File: src/rtl/rxq_pkg.sv
package rxq_pkg;
    typedef enum logic [1:0] {
        Q_EMPTY   = 2'd0,
        Q_PARTIAL = 2'd1,
        Q_FULL    = 2'd2
    } qstate_e;
endpackage

File: src/rtl/rxq_ctrl.sv
module rxq_ctrl
    import rxq_pkg::*;
#(
    parameter int DEPTH = 4,
    parameter int DW    = 8,
    localparam int IW   = (DEPTH > 1) ? $clog2(DEPTH) : 1,
    localparam int CW   = $clog2(DEPTH + 1)
) (
    input  logic          clk,
    input  logic          rst_n,
    input  logic          rx_en,
    input  logic          push_vld,
    input  logic [DW-1:0] push_data,
    input  logic          brk_evt,
    input  logic          pop,
    input  logic          rx_reset,
    output logic          shift,
    output logic          wr_en,
    output logic [IW-1:0] wr_idx,
    output logic [DW-1:0] wr_data,
    output logic          rx_ready,
    output logic          fifo_full
);
    localparam logic [CW-1:0] FULL_CNT = CW'(DEPTH);

    qstate_e       state, state_nxt;
    logic [CW-1:0] cnt, cnt_nxt, cnt_mid;

    // Next count and write control: pop first, then break or push.
    always_comb begin
        shift   = pop && (cnt != '0) && !rx_reset;
        cnt_mid = shift ? cnt - 1'b1 : cnt;
        cnt_nxt = cnt_mid;
        wr_en   = 1'b0;
        wr_idx  = '0;
        wr_data = '0;
        if (rx_reset) begin
            cnt_nxt = '0;
        end else if (brk_evt) begin
            wr_en = 1'b1;
            if (cnt_mid == FULL_CNT) begin
                wr_idx = IW'(DEPTH - 1);
            end else begin
                wr_idx  = cnt_mid[IW-1:0];
                cnt_nxt = cnt_mid + 1'b1;
            end
        end else if (push_vld && rx_en && (cnt_mid != FULL_CNT)) begin
            wr_en   = 1'b1;
            wr_idx  = cnt_mid[IW-1:0];
            wr_data = push_data;
            cnt_nxt = cnt_mid + 1'b1;
        end
    end

    // Named transitions: grow, drain, hold, flush.
    always_comb begin
        state_nxt = state;
        unique case (state)
            Q_EMPTY: begin
                if (cnt_nxt == FULL_CNT)  state_nxt = Q_FULL;
                else if (cnt_nxt != '0)   state_nxt = Q_PARTIAL;
            end
            Q_PARTIAL: begin
                if (cnt_nxt == '0)           state_nxt = Q_EMPTY;
                else if (cnt_nxt == FULL_CNT) state_nxt = Q_FULL;
            end
            Q_FULL: begin
                if (cnt_nxt == '0)           state_nxt = Q_EMPTY;
                else if (cnt_nxt != FULL_CNT) state_nxt = Q_PARTIAL;
            end
            default: state_nxt = Q_EMPTY;
        endcase
    end

    // State register.
    always_ff @(posedge clk or negedge rst_n) begin
        if (!rst_n) begin
            state <= Q_EMPTY;
            cnt   <= '0;
        end else begin
            state <= state_nxt;
            cnt   <= cnt_nxt;
        end
    end

    // Status outputs.
    always_comb begin
        rx_ready  = 1'b0;
        fifo_full = 1'b0;
        unique case (state)
            Q_EMPTY:   ;
            Q_PARTIAL: rx_ready = 1'b1;
            Q_FULL: begin
                rx_ready  = 1'b1;
                fifo_full = 1'b1;
            end
            default: ;
        endcase
    end
endmodule

File: src/rtl/rxq_store.sv
module rxq_store #(
    parameter int DEPTH = 4,
    parameter int DW    = 8,
    localparam int IW   = (DEPTH > 1) ? $clog2(DEPTH) : 1
) (
    input  logic          clk,
    input  logic          rst_n,
    input  logic          clear,
    input  logic          shift,
    input  logic          wr_en,
    input  logic [IW-1:0] wr_idx,
    input  logic [DW-1:0] wr_data,
    output logic [DW-1:0] head
);
    logic [DW-1:0] ent [DEPTH];

    for (genvar i = 0; i < DEPTH; i++) begin : g_ent
        logic [DW-1:0] moved;
        if (i == DEPTH - 1) begin : g_tail
            assign moved = shift ? '0 : ent[i];
        end else begin : g_body
            assign moved = shift ? ent[i+1] : ent[i];
        end
        always_ff @(posedge clk or negedge rst_n) begin
            if (!rst_n)                                ent[i] <= '0;
            else if (clear)                            ent[i] <= '0;
            else if (wr_en && (wr_idx == IW'(i)))      ent[i] <= wr_data;
            else                                       ent[i] <= moved;
        end
    end

    assign head = ent[0];
endmodule

File: src/rtl/rxq_brk.sv
module rxq_brk (
    input  logic clk,
    input  logic rst_n,
    input  logic brk_evt,
    input  logic brk_clr,
    output logic brk_flag
);
    always_ff @(posedge clk or negedge rst_n) begin
        if (!rst_n)       brk_flag <= 1'b0;
        else if (brk_clr) brk_flag <= 1'b0;
        else if (brk_evt) brk_flag <= 1'b1;
    end
endmodule

File: src/rtl/rx_hold_queue.sv
module rx_hold_queue #(
    parameter int DEPTH = 4,
    parameter int DW    = 8
) (
    input  logic          clk,
    input  logic          rst_n,
    input  logic          rx_en,
    input  logic          push_vld,
    input  logic [DW-1:0] push_data,
    input  logic          brk_evt,
    input  logic          pop,
    input  logic          rx_reset,
    input  logic          brk_clr,
    output logic          can_accept,
    output logic          rx_ready,
    output logic          fifo_full,
    output logic [DW-1:0] head_data,
    output logic          brk_flag
);
    localparam int IW = (DEPTH > 1) ? $clog2(DEPTH) : 1;

    logic          shift, wr_en;
    logic [IW-1:0] wr_idx;
    logic [DW-1:0] wr_data;

    rxq_ctrl #(.DEPTH(DEPTH), .DW(DW)) u_ctrl (
        .clk(clk), .rst_n(rst_n), .rx_en(rx_en), .push_vld(push_vld),
        .push_data(push_data), .brk_evt(brk_evt), .pop(pop),
        .rx_reset(rx_reset), .shift(shift), .wr_en(wr_en), .wr_idx(wr_idx),
        .wr_data(wr_data), .rx_ready(rx_ready), .fifo_full(fifo_full)
    );

    rxq_store #(.DEPTH(DEPTH), .DW(DW)) u_store (
        .clk(clk), .rst_n(rst_n), .clear(rx_reset), .shift(shift),
        .wr_en(wr_en), .wr_idx(wr_idx), .wr_data(wr_data), .head(head_data)
    );

    rxq_brk u_brk (
        .clk(clk), .rst_n(rst_n), .brk_evt(brk_evt), .brk_clr(brk_clr),
        .brk_flag(brk_flag)
    );

    assign can_accept = rx_en && !fifo_full;
endmodule

File: config.mk
export PLATFORM = sky130hd
export DESIGN_NAME = rx_hold_queue
export DESIGN_NICKNAME = d
export VERILOG_FILES = /design/src/rtl/rxq_pkg.sv /design/src/rtl/rxq_ctrl.sv /design/src/rtl/rxq_store.sv /design/src/rtl/rxq_brk.sv /design/src/rtl/rx_hold_queue.sv
export SDC_FILE = /design/constraint.sdc
export NUM_CORES = 1
export LEC_CHECK = 0
export BUFFER_PORTS_ARGS = -buffer_cell sky130_fd_sc_hd__buf_2
export CORE_MARGIN = 1
export CORE_UTILIZATION = 55
export CTS_CLUSTER_DIAMETER = 80
export CTS_CLUSTER_SIZE = 12
export DETAILED_ROUTE_END_ITERATION = 7
export HOLD_SLACK_MARGIN = 0.02
export MAX_ROUTING_LAYER = met4
export PLACE_DENSITY = 0.76
export SLEW_MARGIN = 20
export SYNTH_ARGS = -nofsm -noshare
export SYNTH_HDL_FRONTEND = slang
export SYNTH_HIERARCHICAL = 1
export SYNTH_SLANG_ARGS = --single-unit
File: constraint.sdc
create_clock -name clk -period 8.13 [get_ports clk]
set_input_delay 0.4065 -clock clk [delete_from_list [all_inputs] [get_ports clk]]
set_output_delay 0.4065 -clock clk [all_outputs]
set_load 0.02 [all_outputs]
==> flow_metrics.env <==
export IMPL_status="complete, no violations"
export IMPL_fin_cells=283
export IMPL_max_freq_mhz=229.1
export IMPL_yosysUniqueCellTypes=45
export IMPL_dieHeight_microns=67.43
export IMPL_crit_buf_inv=3
export IMPL_io_buffer_count=27
export IMPL_grt_pass1_vias=1619
export IMPL_clk_latency_ns=0.29
export IMPL_cts_sinks=38
export IMPL_cts_buffer_depth=2
export IMPL_via_per_inst=6.155
export IMPL_drc=0
export IMPL_crit_slowest_cell="a21boi_1"
export IMPL_criticalPathCategory="flop to flop"
export IMPL_overflow=0
export IMPL_finalSetupViolCount=0
export IMPL_cp_end_kind="flop"
export IMPL_die_x_microns=67.43
export IMPL_cts_buffers=5
export IMPL_synth_top_cell_by_area="dfrtp_1"
export IMPL_crit_start="u_ctrl/cnt[0]"
export IMPL_dieArea_sq_um=4547
export IMPL_synth_top_area_share_pct=40.38
export IMPL_ctsResizeCount=0
export IMPL_place_inst=277
export IMPL_postCtsSetupBuffers=0
export IMPL_post_route_min_period_ns=4.364
export IMPL_wl_met3_microns=258
export IMPL_synth_edf_count=0
export IMPL_nets=259
export IMPL_post_dp_cell_area_sq_um=2445
export IMPL_start_util_pct=58.03
export IMPL_synthArstFlopShare_pct=100.0
export IMPL_hpwl_microns=3297
export IMPL_ant_nets=0
export IMPL_layout_common_cells="dfrtp_1 (38), buf_2 (27), mux2i_1 (27)"
export IMPL_core_area_sq_um=4058
export IMPL_wl_met2_microns=2179
export IMPL_route_layer_met1_wl_microns=2323
export IMPL_antenna_found_initial=0
export IMPL_dr_total_vias=1742
export IMPL_ys_seq_area_share_pct=40.38
export IMPL_cp_top_family="compound AO/OA/AOI/OAI gates"
export IMPL_p_leak_nw=1.151
export IMPL_power_mw=0.6135
export IMPL_fin_crit_sh_pct=53.68
export IMPL_area_growth_pct=7.332
export IMPL_grt_max_degree=40
export IMPL_rsz0062_at_grt="false"
export IMPL_maxCapViolations=0
export IMPL_ys_warn_count=6
export IMPL_gp_congestion=0.8236
export IMPL_cts_hold_buf=0
export IMPL_synth_area_per_cell_sq_um=10.75
export IMPL_tritoncts="built"
export IMPL_final_util_pct=62.29
export IMPL_synth_net_count=244
export IMPL_dr_pass1_iters=4
export IMPL_design_area_sq_um=2527
export IMPL_cpMostUsedCell="ha_1"
export IMPL_tns_ns=0
export IMPL_cpPeakStageDelay_ns=0.47
export IMPL_diodes=0
export IMPL_drive_gt1_share_pct=22.75
export IMPL_critPathLaunchType="flop"
export IMPL_path_max_fanout=26
export IMPL_fillers=339
export IMPL_wire_per_inst_microns=16.97
export IMPL_worst_slew_pin_slew_ns=0.9970
export IMPL_skew_ns=0.004580
export IMPL_grt_first_pass_wirelength_microns=7734
export IMPL_synth_cell_area_sq_um=2355
export IMPL_layout_commonest_cell="dfrtp_1"
export IMPL_max_slew_margin_pct=33.02
export IMPL_reg2reg_from="u_ctrl/cnt[0]"
export IMPL_synth_area_leaders="dfrtp_1 (40%), mux2i_1 (11%), a221oi_1 (6.0%)"
export IMPL_io_pins=28
export IMPL_h_tree_depth=2
export IMPL_rows=23
export IMPL_crit_arrival_ns=4.55
export IMPL_ys_ff_latch=38
export IMPL_cp_cell_sequence="inv_1, ha_1, nor2b_1, nor2_2, buf_4, mux2_1, ha_1, and2_1, mux2_4, inv_2, nand3_1, a21oi_1, a21boi_1, nand3b_1, a221oi_1"
export IMPL_drt_total_wl_microns=4803
export IMPL_grt_use_total_pct=24.04
export IMPL_maxUsedRoutingLayer="met4"
export IMPL_postSynthCellCount=219
export IMPL_slew_viol_final=0
export IMPL_p_per_area_nw_per_um2=242.7
export IMPL_clk_pin_slew_worst_paths_ns=0.07
export IMPL_min_path_type="input pin to asynchronous set/reset pin"
export IMPL_hold_viol_final=0
export IMPL_cp_required_ns=8.31
export IMPL_drtIter0Drc=186
export IMPL_yosys_most_used_dff="dfrtp_1"
export IMPL_vdd_drop_max_mv=0.1368
export IMPL_cts_root_buffer="clkbuf_8"
==> sequential cells by signal (all words and copies together), names as in the netlist <==
register        flops
u_ctrl/state        2
u_ctrl/cnt          3
u_store/head        8
u_brk/brk_flag      1
u_store/ent        24
==> per-layer routing <==
metal	vias up	track usage [%]
met5	-	-
met2	51	35.25
li1	834	-
met4	0	5.585
met1	853	33.55
met3	4	5.574
==> metrics by stage <==
stage / hold WS [ns] / setup WS [ns]
6_report: 0.2079 / 3.766
5_1_grt: 0.2868 / 3.406
2_1_floorplan: 0.1109 / 4.584
4_1_cts: 0.2409 / 3.759
3_5_place_dp: 0.4833 / 3.549
3_3_place_gp: 0.4679 / 3.769
==> cell usage after synthesis, drive strengths merged, types with 2 or more instances <==
cell / count
dfrtp: 38
mux2i: 27
a221oi: 24
buf: 18
nor2: 16
nor2b: 12
and2: 10
inv: 10
ha: 9
a22o: 8
a21oi: 4
clkbuf: 4
nand2: 3
nor3: 3
a211o: 2
mux2: 2
nand2b: 2
nand3: 2
nand3b: 2
o211ai: 2
or2: 2
or3: 2
or3b: 2
==> power breakdown <==
group | leakage [nW] | internal (mW) | total [mW] | switching (mW)
Clock | 0.0431 | 0.0653 | 0.126 | 0.0611
Combinational | 0.588 | 0.104 | 0.260 | 0.156
Sequential | 0.520 | 0.211 | 0.227 | 0.0158
Total | 1.15 | 0.381 | 0.614 | 0.233
==> worst paths after layout <==
kind / to / slack [ns] / depth (start not counted)
worst max-delay path: u_store/ent[13] / 3.77 / 15
worst min-delay path: u_store/ent[6] / 0.21 / 1
min in group clk: u_brk/brk_flag / 0.35 / 2
worst max register to register: u_store/ent[13] / 3.77 / 15
worst min register to register: u_brk/brk_flag / 0.50 / 1
max in group asynchronous: u_store/head[4] / 7.40 / 1
==> final cells by class <==
class	count	area [sq um]	area share [%]
Multi-Input combinational cell	148	1232	48.76
Tap cell	50	62.56	2.475
Clock buffer	6	82.58	3.267
Inverter	11	41.29	1.634
Sequential cell	38	950.9	37.62
Timing Repair Buffer	30	157.7	6.238
==> logic make-up (layout without fill, tap and decap cells) <==
logic type,Yosys count,after routing,share of synthesized area [%]
compound gates,49,49,19.87
fa+ha+maj,9,9,4.782
buf+inv,33,47,7.385
flops,38,38,40.38
mux,29,29,12.59
simple gates,61,61,14.98
Power figures use the tool's default switching activity.
